===== config.mk =====
export PLATFORM = sky130hd
export DESIGN_NAME = acq_seq_top
export DESIGN_NICKNAME = d
export VERILOG_FILES = /design/src/rtl/acq_seq_pkg.sv /design/src/rtl/acq_chan_pulse.sv /design/src/rtl/acq_seq_dp.sv /design/src/rtl/acq_seq_ctrl.sv /design/src/rtl/acq_seq_top.sv
export SDC_FILE = /design/constraint.sdc
export NUM_CORES = 1
export LEC_CHECK = 0
export ABC_AREA = 1
export ABC_CLOCK_PERIOD_IN_PS = 2500
export BUFFER_PORTS_ARGS = -buffer_cell sky130_fd_sc_hd__buf_2
export CORE_UTILIZATION = 51
export DETAILED_ROUTE_END_ITERATION = 8
export PLACE_DENSITY = 0.78
export SLEW_MARGIN = 20
export SYNTH_ARGS = -nofsm -noshare
export SYNTH_HDL_FRONTEND = slang
export SYNTH_HIERARCHICAL = 1
export SYNTH_SLANG_ARGS = --single-unit

===== constraint.sdc =====
create_clock -name clk -period 2.5 [get_ports clk]
set_input_delay 0.5 -clock clk [delete_from_list [all_inputs] [get_ports clk]]
set_output_delay 0.5 -clock clk [all_outputs]
set_load 0.02 [all_outputs]

===== src/rtl/acq_seq_pkg.sv =====
package acq_seq_pkg;

  typedef enum logic [2:0] {
    S_IDLE,
    S_WAIT_ST,
    S_DISCARD,
    S_SAVE,
    S_DONE
  } seqState_t;

  typedef enum logic [1:0] {
    PH_IDLE,
    PH_HIGH,
    PH_LOW
  } chPhase_t;

  // control -> datapath strobes
  typedef struct packed {
    logic loadCount;
    logic abortPair;
    logic startPair;
    logic saveTag;
  } seqStrobes_t;

  // datapath -> control status
  typedef struct packed {
    logic stRise;
    logic eosRise;
    logic trigRise;
    logic countZero;
    logic loadZero;
    logic pairBusy;
  } seqStatus_t;

endpackage


===== src/rtl/acq_chan_pulse.sv =====
module acq_chan_pulse
  import acq_seq_pkg::*;
#(
  parameter int PH_W = 4
) (
  input  logic            clk,
  input  logic            rstN,
  input  logic            start,
  input  logic            abort,
  input  logic [PH_W-1:0] phaseHigh,
  input  logic [PH_W-1:0] phaseLow,
  output logic            strobe,
  output logic            chanSel,
  output logic            active
);

  localparam logic [PH_W-1:0] PH_ONE = PH_W'(1);

  chPhase_t        phase;
  logic [PH_W-1:0] downCnt;
  logic [PH_W-1:0] highLen;
  logic [PH_W-1:0] lowLen;
  logic [PH_W-1:0] highEff;
  logic [PH_W-1:0] lowEff;

  always_comb begin
    highEff = (phaseHigh == '0) ? PH_ONE : phaseHigh;
    lowEff  = (phaseLow  == '0) ? PH_ONE : phaseLow;
  end

  always_ff @(posedge clk or negedge rstN) begin
    if (!rstN) begin
      phase   <= PH_IDLE;
      downCnt <= '0;
      highLen <= PH_ONE;
      lowLen  <= PH_ONE;
      chanSel <= 1'b0;
    end else if (abort) begin
      phase   <= PH_IDLE;
      downCnt <= '0;
      chanSel <= 1'b0;
    end else if (start) begin
      phase   <= PH_HIGH;
      chanSel <= 1'b0;
      downCnt <= highEff - PH_ONE;
      highLen <= highEff;
      lowLen  <= lowEff;
    end else begin
      case (phase)
        PH_HIGH: begin
          if (downCnt != '0) downCnt <= downCnt - PH_ONE;
          else begin
            phase   <= PH_LOW;
            downCnt <= lowLen - PH_ONE;
          end
        end
        PH_LOW: begin
          if (downCnt != '0) downCnt <= downCnt - PH_ONE;
          else if (!chanSel) begin
            phase   <= PH_HIGH;
            chanSel <= 1'b1;
            downCnt <= highLen - PH_ONE;
          end else begin
            phase <= PH_IDLE;
          end
        end
        default: ;
      endcase
    end
  end

  assign strobe = (phase == PH_HIGH);
  assign active = (phase != PH_IDLE);

endmodule


===== src/rtl/acq_seq_dp.sv =====
module acq_seq_dp
  import acq_seq_pkg::*;
#(
  parameter int CNT_W  = 16,
  parameter int DATA_W = 12
) (
  input  logic              clk,
  input  logic              rstN,
  input  seqStrobes_t       strb,
  output seqStatus_t        stat,
  input  logic [CNT_W-1:0]  scanCount,
  input  logic              stIn,
  input  logic              eosIn,
  input  logic              trigIn,
  input  logic              chanSel,
  input  logic              trainActive,
  input  logic              adcValid,
  input  logic [DATA_W-1:0] adcData,
  output logic              pairValid,
  output logic [DATA_W-1:0] pairArray,
  output logic [DATA_W-1:0] pairRef
);

  localparam logic [CNT_W-1:0] CNT_ONE = CNT_W'(1);

  logic              stPrev, eosPrev, trigPrev;
  logic [CNT_W-1:0]  remain;
  logic [DATA_W-1:0] arrHold;   // single overwritten slot
  logic              gotArr, awaitRef, saveTagQ;
  logic              resultOk, pairFire;

  assign resultOk = adcValid && awaitRef && !strb.abortPair && !strb.startPair;
  assign pairFire = resultOk && chanSel && gotArr && saveTagQ;

  always_ff @(posedge clk or negedge rstN) begin
    if (!rstN) begin
      stPrev    <= 1'b0;
      eosPrev   <= 1'b0;
      trigPrev  <= 1'b0;
      remain    <= '0;
      arrHold   <= '0;
      gotArr    <= 1'b0;
      awaitRef  <= 1'b0;
      saveTagQ  <= 1'b0;
      pairValid <= 1'b0;
      pairArray <= '0;
      pairRef   <= '0;
    end else begin
      stPrev   <= stIn;
      eosPrev  <= eosIn;
      trigPrev <= trigIn;

      if (strb.loadCount) remain <= scanCount;
      else if (pairFire)  remain <= remain - CNT_ONE;

      if (strb.abortPair) begin
        gotArr   <= 1'b0;
        awaitRef <= 1'b0;
        saveTagQ <= 1'b0;
      end else if (strb.startPair) begin
        gotArr   <= 1'b0;
        awaitRef <= 1'b1;
        saveTagQ <= strb.saveTag;
      end else if (resultOk) begin
        if (!chanSel) begin
          arrHold <= adcData;
          gotArr  <= 1'b1;
        end else begin
          awaitRef <= 1'b0;
        end
      end

      pairValid <= pairFire;
      if (pairFire) begin
        pairArray <= arrHold;
        pairRef   <= adcData;
      end
    end
  end

  always_comb begin
    stat.stRise    = stIn && !stPrev;
    stat.eosRise   = eosIn && !eosPrev;
    stat.trigRise  = trigIn && !trigPrev;
    stat.countZero = (remain == '0);
    stat.loadZero  = (scanCount == '0);
    stat.pairBusy  = awaitRef || trainActive;
  end

endmodule


===== src/rtl/acq_seq_ctrl.sv =====
module acq_seq_ctrl
  import acq_seq_pkg::*;
(
  input  logic        clk,
  input  logic        rstN,
  input  logic        armReq,
  input  seqStatus_t  stat,
  output seqStrobes_t strb,
  output logic        done,
  output logic        overrun
);

  seqState_t state, nextState;
  logic      setOverrun;

  always_comb begin
    nextState  = state;
    strb       = '0;
    setOverrun = 1'b0;
    if (armReq) begin
      strb.loadCount = 1'b1;
      strb.abortPair = 1'b1;
      nextState      = stat.loadZero ? S_DONE : S_WAIT_ST;
    end else begin
      case (state)
        S_WAIT_ST: if (stat.stRise) nextState = S_DISCARD;
        S_DISCARD: begin
          if (stat.eosRise) nextState = S_SAVE;
          if (stat.trigRise) begin
            if (stat.pairBusy) setOverrun = 1'b1;
            else begin
              strb.startPair = 1'b1;
              strb.saveTag   = 1'b0;
            end
          end
        end
        S_SAVE: begin
          if (stat.countZero) begin
            if (!stat.pairBusy) nextState = S_DONE;
          end else if (stat.trigRise) begin
            if (stat.pairBusy) setOverrun = 1'b1;
            else begin
              strb.startPair = 1'b1;
              strb.saveTag   = 1'b1;
            end
          end
        end
        default: ;
      endcase
    end
  end

  always_ff @(posedge clk or negedge rstN) begin
    if (!rstN) begin
      state   <= S_IDLE;
      overrun <= 1'b0;
    end else begin
      state <= nextState;
      if (armReq)          overrun <= 1'b0;
      else if (setOverrun) overrun <= 1'b1;
    end
  end

  assign done = (state == S_DONE);

endmodule


===== src/rtl/acq_seq_top.sv =====
module acq_seq_top
  import acq_seq_pkg::*;
#(
  parameter int CNT_W  = 16,
  parameter int PH_W   = 4,
  parameter int DATA_W = 12
) (
  input  logic              clk,
  input  logic              rstN,
  input  logic              armReq,
  input  logic [CNT_W-1:0]  scanCount,
  input  logic [PH_W-1:0]   phaseHigh,
  input  logic [PH_W-1:0]   phaseLow,
  input  logic              stIn,
  input  logic              eosIn,
  input  logic              trigIn,
  output logic              convStrobe,
  output logic              convSel,
  input  logic              adcValid,
  input  logic [DATA_W-1:0] adcData,
  output logic              pairValid,
  output logic [DATA_W-1:0] pairArray,
  output logic [DATA_W-1:0] pairRef,
  output logic              done,
  output logic              overrun
);

  seqStrobes_t strb;
  seqStatus_t  stat;
  logic        trainActive;

  acq_seq_ctrl ctrl_i (
    .clk     (clk),
    .rstN    (rstN),
    .armReq  (armReq),
    .stat    (stat),
    .strb    (strb),
    .done    (done),
    .overrun (overrun)
  );

  acq_seq_dp #(.CNT_W(CNT_W), .DATA_W(DATA_W)) dp_i (
    .clk         (clk),
    .rstN        (rstN),
    .strb        (strb),
    .stat        (stat),
    .scanCount   (scanCount),
    .stIn        (stIn),
    .eosIn       (eosIn),
    .trigIn      (trigIn),
    .chanSel     (convSel),
    .trainActive (trainActive),
    .adcValid    (adcValid),
    .adcData     (adcData),
    .pairValid   (pairValid),
    .pairArray   (pairArray),
    .pairRef     (pairRef)
  );

  acq_chan_pulse #(.PH_W(PH_W)) pulse_i (
    .clk       (clk),
    .rstN      (rstN),
    .start     (strb.startPair),
    .abort     (strb.abortPair),
    .phaseHigh (phaseHigh),
    .phaseLow  (phaseLow),
    .strobe    (convStrobe),
    .chanSel   (convSel),
    .active    (trainActive)
  );

endmodule


### Word level (Yosys, flattened, before mapping)

Cells that the tools add are included.

* input bits: 43
* output and inout bits: 29
* register bits: 78

* muxes and demuxes: 52
* eq/ne operators: 15
* reductions and logical operators: 37
* bitwise logic cells: 3
* $add $sub $neg: 5

Operators by type and width (number)
* logical NOT 16 bit: 2
* 2-to-1 mux 16 bit: 2
* 2-to-1 mux 4 bit: 7
* 2-to-1 mux 2 bit: 11
* 2-to-1 mux 1 bit: 21
* 2-to-1 mux 3 bit: 6
* subtractor 16 x 1 -> 16 bit (second input constant): 1
* subtractor 4 x 1 -> 4 bit (second input constant): 4
* nonzero test 4 bit: 3
* AND reduction 2 bit: 5
* logical AND 1 bit: 9
* != test 3 x 2 -> 1 bit (second input constant): 3
* != test 3 bit (second input constant): 3
* case mux 3 bit (3 select lines): 1
* nonzero test 3 bit: 3
* logical NOT 4 bit: 2
* != test 4 bit (second input constant): 2
* case mux 2 bit (2 select lines): 2
* case mux 4 bit (2 select lines): 1
* nonzero test 2 bit: 4
* == test 3 x 2 -> 1 bit (second input constant): 2
* logical NOT 1 bit: 5
* != test 5 bit (second input constant): 1
* AND reduction 5 bit: 1
* other kinds (9): 11

### Logic depth before layout (Yosys ltp)

Gate-level depths: netlist of run 1.

* depth in word-level cells: 14
* depth in mapped cells: 17
* depth with buffers taken out: 16

### Modules after synthesis

Netlist of run 1, hierarchy kept.

By module, submodules not included
* acq_seq_dp: cells each 372, sequential area each 1476.4 um^2, instances 1, area an instance 2844.0 um^2
* acq_chan_pulse: cells each 143, sequential area each 377.9 um^2, instances 1, area an instance 1048.5 um^2
* acq_seq_ctrl: cells each 54, sequential area each 100.1 um^2, instances 1, area an instance 342.8 um^2

### Worst setup path after synthesis of run 1

No wires, ideal clock.

* path type: reg2reg
* from: reg dp_i.remain[0]
* to: reg dp_i.arrHold[0]
* setup time: 0.132 ns
* slack: -0.215 ns
* data required time: 2.368 ns
* cell stages (with the launch flop): 15
* arrival: 2.583 ns
* path buffers: 1
* cell sequence: dfrtp_1 inv_1 ha_1 nand3_1 nor2_1 nand3b_1 nor2_1 a21oi_2 nor3b_1 inv_1 nand2_1 nor2_4 nand2_2 clkbuf_1 o21ai_0

RTL lines
* from (decl): RTL line acq_seq_dp.sv:27 `logic [CNT_W-1:0] remain;`
* from (signal assigned): RTL line acq_seq_dp.sv:53 `if (strb.loadCount) remain <= scanCount;`
* from (signal assigned): RTL line acq_seq_dp.sv:54 `else if (pairFire) remain <= remain - CNT_ONE;`
* to (signal assigned): RTL line acq_seq_dp.sv:66 `arrHold <= adcData;`
* to (decl): RTL line acq_seq_dp.sv:28 `logic [DATA_W-1:0] arrHold;`

==> reports/qor.yml, run 1 <==
run_status:
  outcome: "finished clean"
placement:
  numPortBuffers: 71
  placed_cells: 739
  gp_congestion: 0.888
  dpl.hpwl_mm: 6.96
grt:
  antenna_found_initial: 0
  overflow: 0
  grt_pass1_wl_mm: 16.1
  grt_max_degree: 52
  first_global_vias: 3657
  track_usage: 0.233
detailed_routing:
  wl_met1_mm: 4.41
  drc_errors: 0
  wl_met3_um: 507
  viasPerCell: 5.15
  wl_met2_mm: 4.78
  wl_mm: 9.88
  dr.pass1.iters: 5
  wl_per_cell_um: 13.0
  vias: 3921
  ant_nets: 0
  drt_first_iter_violations: 253
  top_layer_used: "met4"
logic_synthesis:
  synth_area_leader_cell: "dfrtp_1"
  syn_inst: 569
  synth_nets: 621
  yosysWarnings: 6
  async_reset_ff_frac: 1.00
  synth_area_leaders: "dfrtp_1, nand2_1, inv_1"
  synth_enable_flop_cells: 0
  yosysMostFrequentCell: "nand2_1"
  syn_avg_cell_area_um2: 7.44
  synth_top_area_frac: 0.449
  ys_top_cells_by_count: "nand2_1, dfrtp_1, inv_1, nand3_1, nor2_1"
  yosysUniqueCellTypes: 37
  ys.flop_type: "dfrtp_1"
  ys_ff_latch: 78
  yosysSeqAreaShare: 0.461
  syn-cell-area_um2: 4240
critical_path:
  reg2reg_to: "dp_i/remain[13]"
  worstPathRequired_ps: 2790
  critPathLaunchType: "register"
  critical_path.reg2reg.startpoint: "dp_i/remain[1]"
  rr_worst_depth: 16
  end_kind: "register"
  critPathMaxFanout: 11
  r2r_slack_ps: 160
  worst_ep_arrival_time_ps: 2630
  worstSetupPathType: "register to register"
pwr:
  p_int_mw: 2.39
  power.leakage_nw: 2.78
  pwr-share-seq: 0.441
  sw_frac_of_total: 0.384
  combinationalPowerShare: 0.324
  clock_power_share: 0.234
  p_per_area_nw_per_um2: 760
  peakVddDrop_mv: 0.507
  power_switching_mw: 1.49
clock_network:
  cts_buffers: 9
  insertion_delay_ps: 360
  clk_pin_slew_ps: 90
  cts_sinks: 78
  clk_path_buf_depth: 2
  cts.hold.buffers_added: 0
  cts_tree: "built"
  htree_levels: 3
  cts-root-buf: "clkbuf_8"
timing:
  max-slew-margin-rel: 0.631
  setup_viol: 0
  fin_tns_setup_ps: 0
  hold_violations: 0
  clock_skew_ps: 13.6
  timing.fmax_ghz: 0.427
  period_share: 0.937
  maxSlewViolCount: 0
  worst_pin_slew_ps: 554
  fin_crit_ps: 2340
final_layout:
  stdcell_count: 762
  fin_nets: 707
  antenna_cells_inserted: 0
  syn_to_final_growth_pct: 20.9
  drive_gt1_frac: 0.235
die:
  dieArea_um2: 8670
  fp-row-count: 32
  num_io_pins: 72
  core_area_um2: 7890
  fp.dieW_um: 93.1
  die_h_um: 93.1
  initial_core_util: 0.537
min_path:
  hold_class: "input port to async pin"
job:
  timing.max_cap.violations: 0
[area by class of cell]
| class | instances | area (um^2) |
|---|---|---|
| multi-input cells | 401 | 1980 |
| well taps | 102 | 128 |
| clock inverters | 7 | 63.8 |
| inverters | 74 | 280 |
| repair buffers | 91 | 593 |
| clock buffers | 9 | 124 |
| fillers | 689 | 2770 |
| flip-flops and latches | 78 | 1960 |
[registers in the layout, summed over array words and instances, names as in the netlist]
name / count
dp_i/stPrev: 1
dp_i/awaitRef: 1
pulse_i/lowLen: 4
pulse_i/phase: 2
dp_i/remain: 16
dp_i/eosPrev: 1
dp_i/pairRef: 12
dp_i/trigPrev: 1
dp_i/pairArray: 12
dp_i/pairValid: 1
dp_i/arrHold: 12
ctrl_i/state: 3
dp_i/gotArr: 1
dp_i/saveTagQ: 1
pulse_i/downCnt: 4
ctrl_i/overrun: 1
pulse_i/chanSel: 1
pulse_i/highLen: 4
[stage by stage]
step           setup slack [ps]  total power [mW]  instance area (um^2)  utilization  hold WS [ps]
2_1_floorplan              3.49              2.62                  4240            -           204
3_3_place_gp                164              2.88                  4770        0.605           448
3_5_place_dp               51.4              2.94                  4770        0.605           453
4_1_cts                    57.4              3.87                  4960        0.629          74.6
5_1_grt                   -18.4              4.17                  5120        0.649          86.2
6_report                    158              3.89                  5120        0.649          66.8
[timing repair]
item | CTS | global route
gates cloned | 0 | 2
endpoints found under the setup margin | 1 | 59
gates resized for setup | 1 | 19
setup buffers | 0 | 5
endpoints found under the hold margin | 0 | 0
pin swaps | 0 | 9
[worst max-delay path, stage by stage (launching register included)]
cell and delay [ps]:
dfrtp_1 410, inv_2 80, ha_4 160, nand3_4 90
nor2_4 120, nand3b_1 150, nor2_4 160, a21oi_2 70
nor3b_4 160, inv_2 70, nand2_2 70, nor2_4 130
nand3_4 150, nor2_2 170, buf_12 150, nand3_1 70
nand2_1 70
[power by group through the flow]
stage               clock network [mW]  logic [mW]  registers, mW
global placement                     0        1.15           1.72
finish                           0.911        1.26           1.72
CTS                              0.944        1.22           1.71
floorplan                            0       0.944           1.68
global route                     0.986        1.44           1.75
detailed placement                   0        1.21           1.74
[worst max-delay path by stage]
stage / cells past startpoint / to / from / slack (ps)
floorplan: 16 / dp_i/pairArray[10] / dp_i/remain[0] / 3
global placement: 15 / dp_i/remain[1] / dp_i/remain[0] / 160
detailed placement: 16 / dp_i/remain[1] / dp_i/remain[0] / 50
CTS: 16 / dp_i/remain[1] / dp_i/remain[0] / 60
global route: 17 / dp_i/remain[12] / dp_i/remain[1] / -20
finish: 16 / dp_i/remain[13] / dp_i/remain[1] / 160
[placed cells by master (no fill, tap or decap), types with 4 or more instances in the layout]
| cell | instances |
|---|---|
| clkbuf_8 | 9 |
| buf_2 | 70 |
| ha_1 | 8 |
| dfrtp_1 | 75 |
| nor2_1 | 45 |
| buf_12 | 4 |
| o21ai_1 | 5 |
| buf_4 | 15 |
| nand2_1 | 193 |
| nor3_1 | 4 |
| inv_1 | 63 |
| nor2_4 | 6 |
| nand3_1 | 48 |
| nor2_2 | 7 |
| nor4_1 | 4 |
| o21ai_0 | 41 |
| nand2_2 | 8 |
| a21oi_1 | 4 |
| inv_2 | 10 |
[metal layers]
metal  vias up  global-route usage
met1      1819               0.298
met5         -                   0
met4         0              0.0679
met3        21              0.0569
met2       129               0.393
li1       1952                   -
[logic make-up after synthesis]
logic type                 Yosys count  share of synthesized area
and+or+nand+nor                    327                      0.332
adders and majority gates            9                     0.0266
buffers and inverters               90                     0.0901
DFF                                 78                      0.461
xor gates and xnor gates             4                    0.00827
AOI/OAI and AO/OA                   61                     0.0815
(Power assumes the default switching activity.)
==> inputs of run 2 (changes only) <==
--- a/config.mk
+++ b/config.mk
@@ -7,7 +7,7 @@
 export LEC_CHECK = 0
 export ABC_AREA = 1
 export ABC_CLOCK_PERIOD_IN_PS = 2500
-export BUFFER_PORTS_ARGS = -buffer_cell sky130_fd_sc_hd__buf_2
+export BUFFER_PORTS_ARGS = -buffer_cell sky130_fd_sc_hd__buf_4
 export CORE_UTILIZATION = 51
 export DETAILED_ROUTE_END_ITERATION = 8
 export PLACE_DENSITY = 0.78
==> run 2 against run 1 <==
Compared with the run above:
- first-iteration DRC count down 15%
- critical endpoint is now dp_i/remain[15]
- cell area grew 4.4%
- critical path depth grew 1
- combinational power about the same
==> reports/qor.yml, run 2 (synthesis results as in run 1) <==
die:
  fp.dieW_um: 93.1
  fp-row-count: 32
  core_area_um2: 7890
  initial_core_util: 0.537
  dieArea_um2: 8670
  die_h_um: 93.1
  num_io_pins: 72
final_layout:
  mostFrequentLayoutCells: "nand2_1, buf_4, dfrtp_1"
  drive_gt1_frac: 0.238
  antenna_cells_inserted: 0
  stdcell_count: 765
  largest_reg_flops: 16
  top_register: "dp_i/remain"
  fillCellCount: 650
  fin_nets: 710
  syn_to_final_growth_pct: 26.2
  layout_commonest_cell: "nand2_1"
detailed_routing:
  dr.pass1.iters: 5
  drc_errors: 0
  ant_nets: 0
  drt_first_iter_violations: 216
  wl_mm: 10.1
  vias: 3983
  wl_per_cell_um: 13.2
  viasPerCell: 5.21
critical_path:
  cp_cell_sequence: "inv_2 -> ha_4 -> nand3_4 -> nor2_4 -> nand3b_1 -> nor2_2 -> a21oi_2 -> nor3b_4 -> inv_2 -> nand2_4 -> nor2_4 -> nand3_4 -> clkbuf_16 -> nand3_1 -> nand2_1 -> inv_1 -> nand2_1"
  critPathMaxFanout: 6
  crit_family: "simple AND/OR/NAND/NOR gates"
  worst_ep_arrival_time_ps: 2680
  slowest_delay_ps: 400
  worstPathRequired_ps: 2760
  cp_slowest_cell: "dfrtp_1"
  critPathLaunchType: "register"
  worstSetupPathType: "register to register"
  path_buf_inv: 4
  end_kind: "register"
min_path:
  hold_class: "input port to register"
timing:
  setup_viol: 0
  fin_crit_ps: 2420
  fin_tns_setup_ps: 0
  hold_violations: 0
  timing.fmax_ghz: 0.413
  max-slew-margin-rel: 0.593
  whs_ps: 252
  maxSlewViolCount: 0
  period_share: 0.969
  worst_pin_slew_ps: 609
  clock_skew_ps: 8.29
clock_network:
  htree_levels: 3
  cts_buffers: 9
  cts_tree: "built"
  cts_sinks: 78
  clk_pin_slew_ps: 90
  cts-root-buf: "clkbuf_8"
  clk_path_buf_depth: 2
  insertion_delay_ps: 360
job:
  timing.max_cap.violations: 0
pwr:
  p_per_area_nw_per_um2: 736
  power_switching_mw: 1.50
  pwr-share-seq: 0.437
  p_int_mw: 2.43
  peakVddDrop_mv: 0.454
  combinationalPowerShare: 0.329
  sw_frac_of_total: 0.382
  p_total_mw: 3.93
  power.leakage_nw: 2.84
  clock_power_share: 0.234
grt:
  overflow: 0
  antenna_found_initial: 0
  grt_pass1_wl_mm: 16.1
  grt_max_degree: 63
  first_global_vias: 3652
  track_usage: 0.238
run_status:
  outcome: "finished clean"
placement:
  numPortBuffers: 71
  placed_cells: 737
  dpl.hpwl_mm: 6.91
  gp_congestion: 0.926
[run 2: layout make-up]
| type | instances | area (um^2) | area share |
|---|---|---|---|
| clock buffers | 9 | 124 | 0.0232 |
| clock inverters | 7 | 63.8 | 0.0119 |
| inverters | 74 | 280 | 0.0524 |
| multi-input cells | 401 | 1980 | 0.371 |
| flip-flops and latches | 78 | 1950 | 0.366 |
| well taps | 102 | 128 | 0.0239 |
| repair buffers | 94 | 811 | 0.152 |
[run 2: worst paths after layout]
kind / startpoint / to / slack [ps] / depth (start not counted)
worst min-delay path: stIn / dp_i/stPrev / 250 / 1
min in group asynchronous: rstN / pulse_i/downCnt[0] / 540 / 2
worst max-delay path: dp_i/remain[1] / dp_i/remain[15] / 80 / 17
worst max register to register: dp_i/remain[1] / dp_i/remain[15] / 80 / 17
max in group asynchronous: rstN / pulse_i/lowLen[0] / 1340 / 3
worst min register to register: dp_i/arrHold[4] / dp_i/pairArray[4] / 480 / 2
[run 2: worst reg2reg max path: cells and delay by family, from the launching register on]
family | cells | cell delay (ps)
compound gates | 1 | 100
fa+ha+maj | 1 | 150
buf+inv | 4 | 450
flops | 1 | 400
simple gates | 11 | 1200
[run 2: metrics by stage]
stage | setup slack, ps | instance area [um^2] | util
floorplan | 3.49 | 4240 | -
global placement | 133 | 4930 | 0.625
detailed placement | -43.5 | 4930 | 0.625
CTS | 5.65 | 5140 | 0.652
global route | -40.5 | 5340 | 0.678
finish | 77.3 | 5340 | 0.678
[run 2: repair_timing]
item	CTS	global route
pin swaps	1	10
hold endpoints to repair	8	0
buffers inserted	1	7
setup endpoints to repair	36	56
cloned	0	3
gates resized for setup	3	18
hold buffers	1	0
[run 2: metal layers]
| metal | vias to the layer above | routed length, um | GRT usage |
|---|---|---|---|
| met5 | - | 0 | 0 |
| met4 | 0 | 179 | 0.0769 |
| met3 | 15 | 514 | 0.0667 |
| met2 | 119 | 4940 | 0.390 |
| met1 | 1892 | 4490 | 0.303 |
| li1 | 1957 | - | - |
[run 2: power by group through the flow]
| stage | clock network (mW) | registers, mW | logic, mW |
|---|---|---|---|
| floorplan | 0 | 1.68 | 0.944 |
| global placement | 0 | 1.72 | 1.18 |
| detailed placement | 0 | 1.74 | 1.23 |
| CTS | 0.949 | 1.71 | 1.24 |
| global route | 1.00 | 1.75 | 1.46 |
| finish | 0.922 | 1.72 | 1.29 |
==> inputs of run 3 (changes only) <==
--- a/config.mk
+++ b/config.mk
@@ -5,10 +5,10 @@
 export SDC_FILE = /design/constraint.sdc
 export NUM_CORES = 1
 export LEC_CHECK = 0
-export ABC_AREA = 1
+export ABC_AREA = 0
 export ABC_CLOCK_PERIOD_IN_PS = 2500
 export BUFFER_PORTS_ARGS = -buffer_cell sky130_fd_sc_hd__buf_4
-export CORE_UTILIZATION = 51
+export CORE_UTILIZATION = 50
 export DETAILED_ROUTE_END_ITERATION = 8
 export PLACE_DENSITY = 0.78
 export SLEW_MARGIN = 20
==> run 3 against run 2 <==
Compared with the run above:
- the flow now finishes with violations (setup timing)
- cell area shrank 0.21%
- critical path depth shrank 5
- combinational power shrank 47%
- clock skew grew 3.9 ps
- utilization grew 4.6 points
- synthesized area shrank 8.6%
- cell count shrank 17%
- flip-flop and latch count is the same
- first-iteration DRC count shrank 6.9%
- largest cell class is now flip-flops and latches
==> reports/qor.yml, run 3 <==
run_status:
  outcome: "finished with violations"
  violations: "setup timing"
job:
  timing.max_cap.violations: 0
critical_path:
  crit_family: "simple AND/OR/NAND/NOR gates"
  critPathLaunchType: "register"
  path_common_cell: "inv_1"
  end_kind: "register"
  reg2reg_to: "dp_i/remain[14]"
  rr_worst_depth: 12
  worstPathRequired_ps: 2740
  worstSetupPathType: "register to register"
  path_buf_inv: 4
  cp_cell_sequence: "inv_1 -> ha_2 -> inv_1 -> or2_4 -> or3b_4 -> and2b_2 -> and4bb_2 -> buf_6 -> buf_4 -> nand4_1 -> mux2i_1 -> or3_1"
  slowest_delay_ps: 390
  worst_ep_arrival_time_ps: 2940
  cp_slowest_cell: "dfrtp_1"
  r2r_slack_ps: -200
  critical_path.reg2reg.startpoint: "pulse_i/phase[0]"
  critPathMaxFanout: 5
timing:
  period_share: 1.08
  worst_pin_slew_ps: 480
  hold_violations: 0
  setup_ws_ps: -202
  setup_viol: 51
  fin_crit_ps: 2700
  whs_ps: 83.9
  timing.fmax_ghz: 0.370
  max-slew-margin-rel: 0.680
  maxSlewViolCount: 0
  rsz0062_at_grt: "true"
  clock_skew_ps: 12.2
  fin_tns_setup_ps: -5130
placement:
  gp_congestion: 0.867
  placed_cells: 596
  pre_cts_ws_ps: -102
  numPortBuffers: 71
  dpl.hpwl_mm: 6.43
  dpl_cell_area_um2: 4800
logic_synthesis:
  syn-cell-area_um2: 3870
  synth_enable_flop_cells: 0
  synth_nets: 454
  ys_top_cells_by_count: "nand2_1, dfrtp_1, nor2_1, o21ai_0, mux2_2"
  yosysWarnings: 6
  synth_area_leaders: "dfrtp_1, nand2_1, mux2_2"
  async_reset_ff_frac: 1.00
  yosysUniqueCellTypes: 58
  yosysMostFrequentCell: "nand2_1"
  ys.flop_type: "dfrtp_1"
  syn_inst: 402
  ys_ff_latch: 78
  syn_avg_cell_area_um2: 9.63
  synth_area_leader_cell: "dfrtp_1"
  yosysSeqAreaShare: 0.505
  synth_top_area_frac: 0.491
die:
  initial_core_util: 0.525
  dieArea_um2: 8100
  core_area_um2: 7370
  num_io_pins: 72
  fp-row-count: 31
  fp.dieW_um: 90.0
  die_h_um: 90.0
clock_network:
  clk_path_buf_depth: 2
  htree_levels: 3
  clk_pin_slew_ps: 90
  insertion_delay_ps: 360
  cts_sinks: 78
  cts_tree: "built"
  cts-root-buf: "clkbuf_8"
  cts_buffers: 9
  cts.hold.buffers_added: 0
pwr:
  peakVddDrop_mv: 0.487
  p_per_area_nw_per_um2: 568
  p_total_mw: 3.03
  power.leakage_nw: 2.64
detailed_routing:
  viasPerCell: 5.55
  wl_mm: 10.5
  drc_errors: 0
  dr.pass1.iters: 5
  wl_per_cell_um: 16.5
  ant_nets: 0
  vias: 3506
  drt_first_iter_violations: 201
final_layout:
  fin_util: 0.724
  fillCellCount: 511
  top_register: "dp_i/remain"
  syn_to_final_growth_pct: 37.8
  layout_commonest_cell: "buf_4"
  largest_reg_flops: 16
  drive_gt1_frac: 0.370
  antenna_cells_inserted: 0
  stdcell_count: 632
  mostFrequentLayoutCells: "buf_4, nand2_1, dfrtp_1"
  fin_nets: 580
  stdcell_area_um2: 5330
grt:
  track_usage: 0.244
  grt_max_degree: 46
  grt_pass1_wl_mm: 15.7
  overflow: 0
  first_global_vias: 3278
  antenna_found_initial: 0
min_path:
  hold_class: "input port to async pin"
## run 3: cell families (layout without fill, tap and decap cells)
family	Yosys count	count (layout)	synth area share
simple gates	185	186	0.233
flops	78	78	0.505
compound gates	59	59	0.0970
buf+inv	35	165	0.0414
mux	23	23	0.0653
xor+xnor	13	13	0.0294
fa+ha+maj	9	9	0.0291
## run 3: report_power, final
part,internal [mW],switching (mW),total (mW),leakage [nW]
registers,1.35,0.0838,1.43,1.02
logic,0.353,0.331,0.684,1.53
clock network,0.383,0.530,0.912,0.0903
total,2.08,0.944,3.03,2.64
## run 3: worst max-delay path by stage
stage,end,depth (start not counted),from
6_report,dp_i/remain[14],12,pulse_i/phase[0]
5_1_grt,dp_i/remain[15],9,dp_i/remain[6]
4_1_cts,dp_i/remain[15],9,dp_i/remain[8]
3_5_place_dp,dp_i/remain[12],10,dp_i/remain[6]
3_3_place_gp,dp_i/remain[12],10,dp_i/remain[6]
2_1_floorplan,dp_i/remain[13],10,dp_i/remain[6]
## run 3: routing by layer
metal	GRT usage	wire length (um)	up-vias
li1	-	-	1632
met1	0.327	4450	1739
met2	0.397	5230	124
met3	0.0635	650	11
met4	0.0605	123	0
met5	0	0	-
## run 3: area by class of cell
class,count,area [um^2],share of cell area
Clock buffer,9,124,0.0232
Sequential cell,78,1950,0.366
Timing Repair Buffer,131,1070,0.201
Inverter,18,70.1,0.0131
Clock inverter,7,63.8,0.0120
Tap cell,99,124,0.0232
Multi-Input combinational cell,290,1920,0.361
## run 3: repair_timing
action                     4_1_cts  5_1_grt
setup buffers                   10        9
setup endpoints to repair       22       60
resized for setup               23       28
gates cloned                     0        2
pin swaps                        4       11
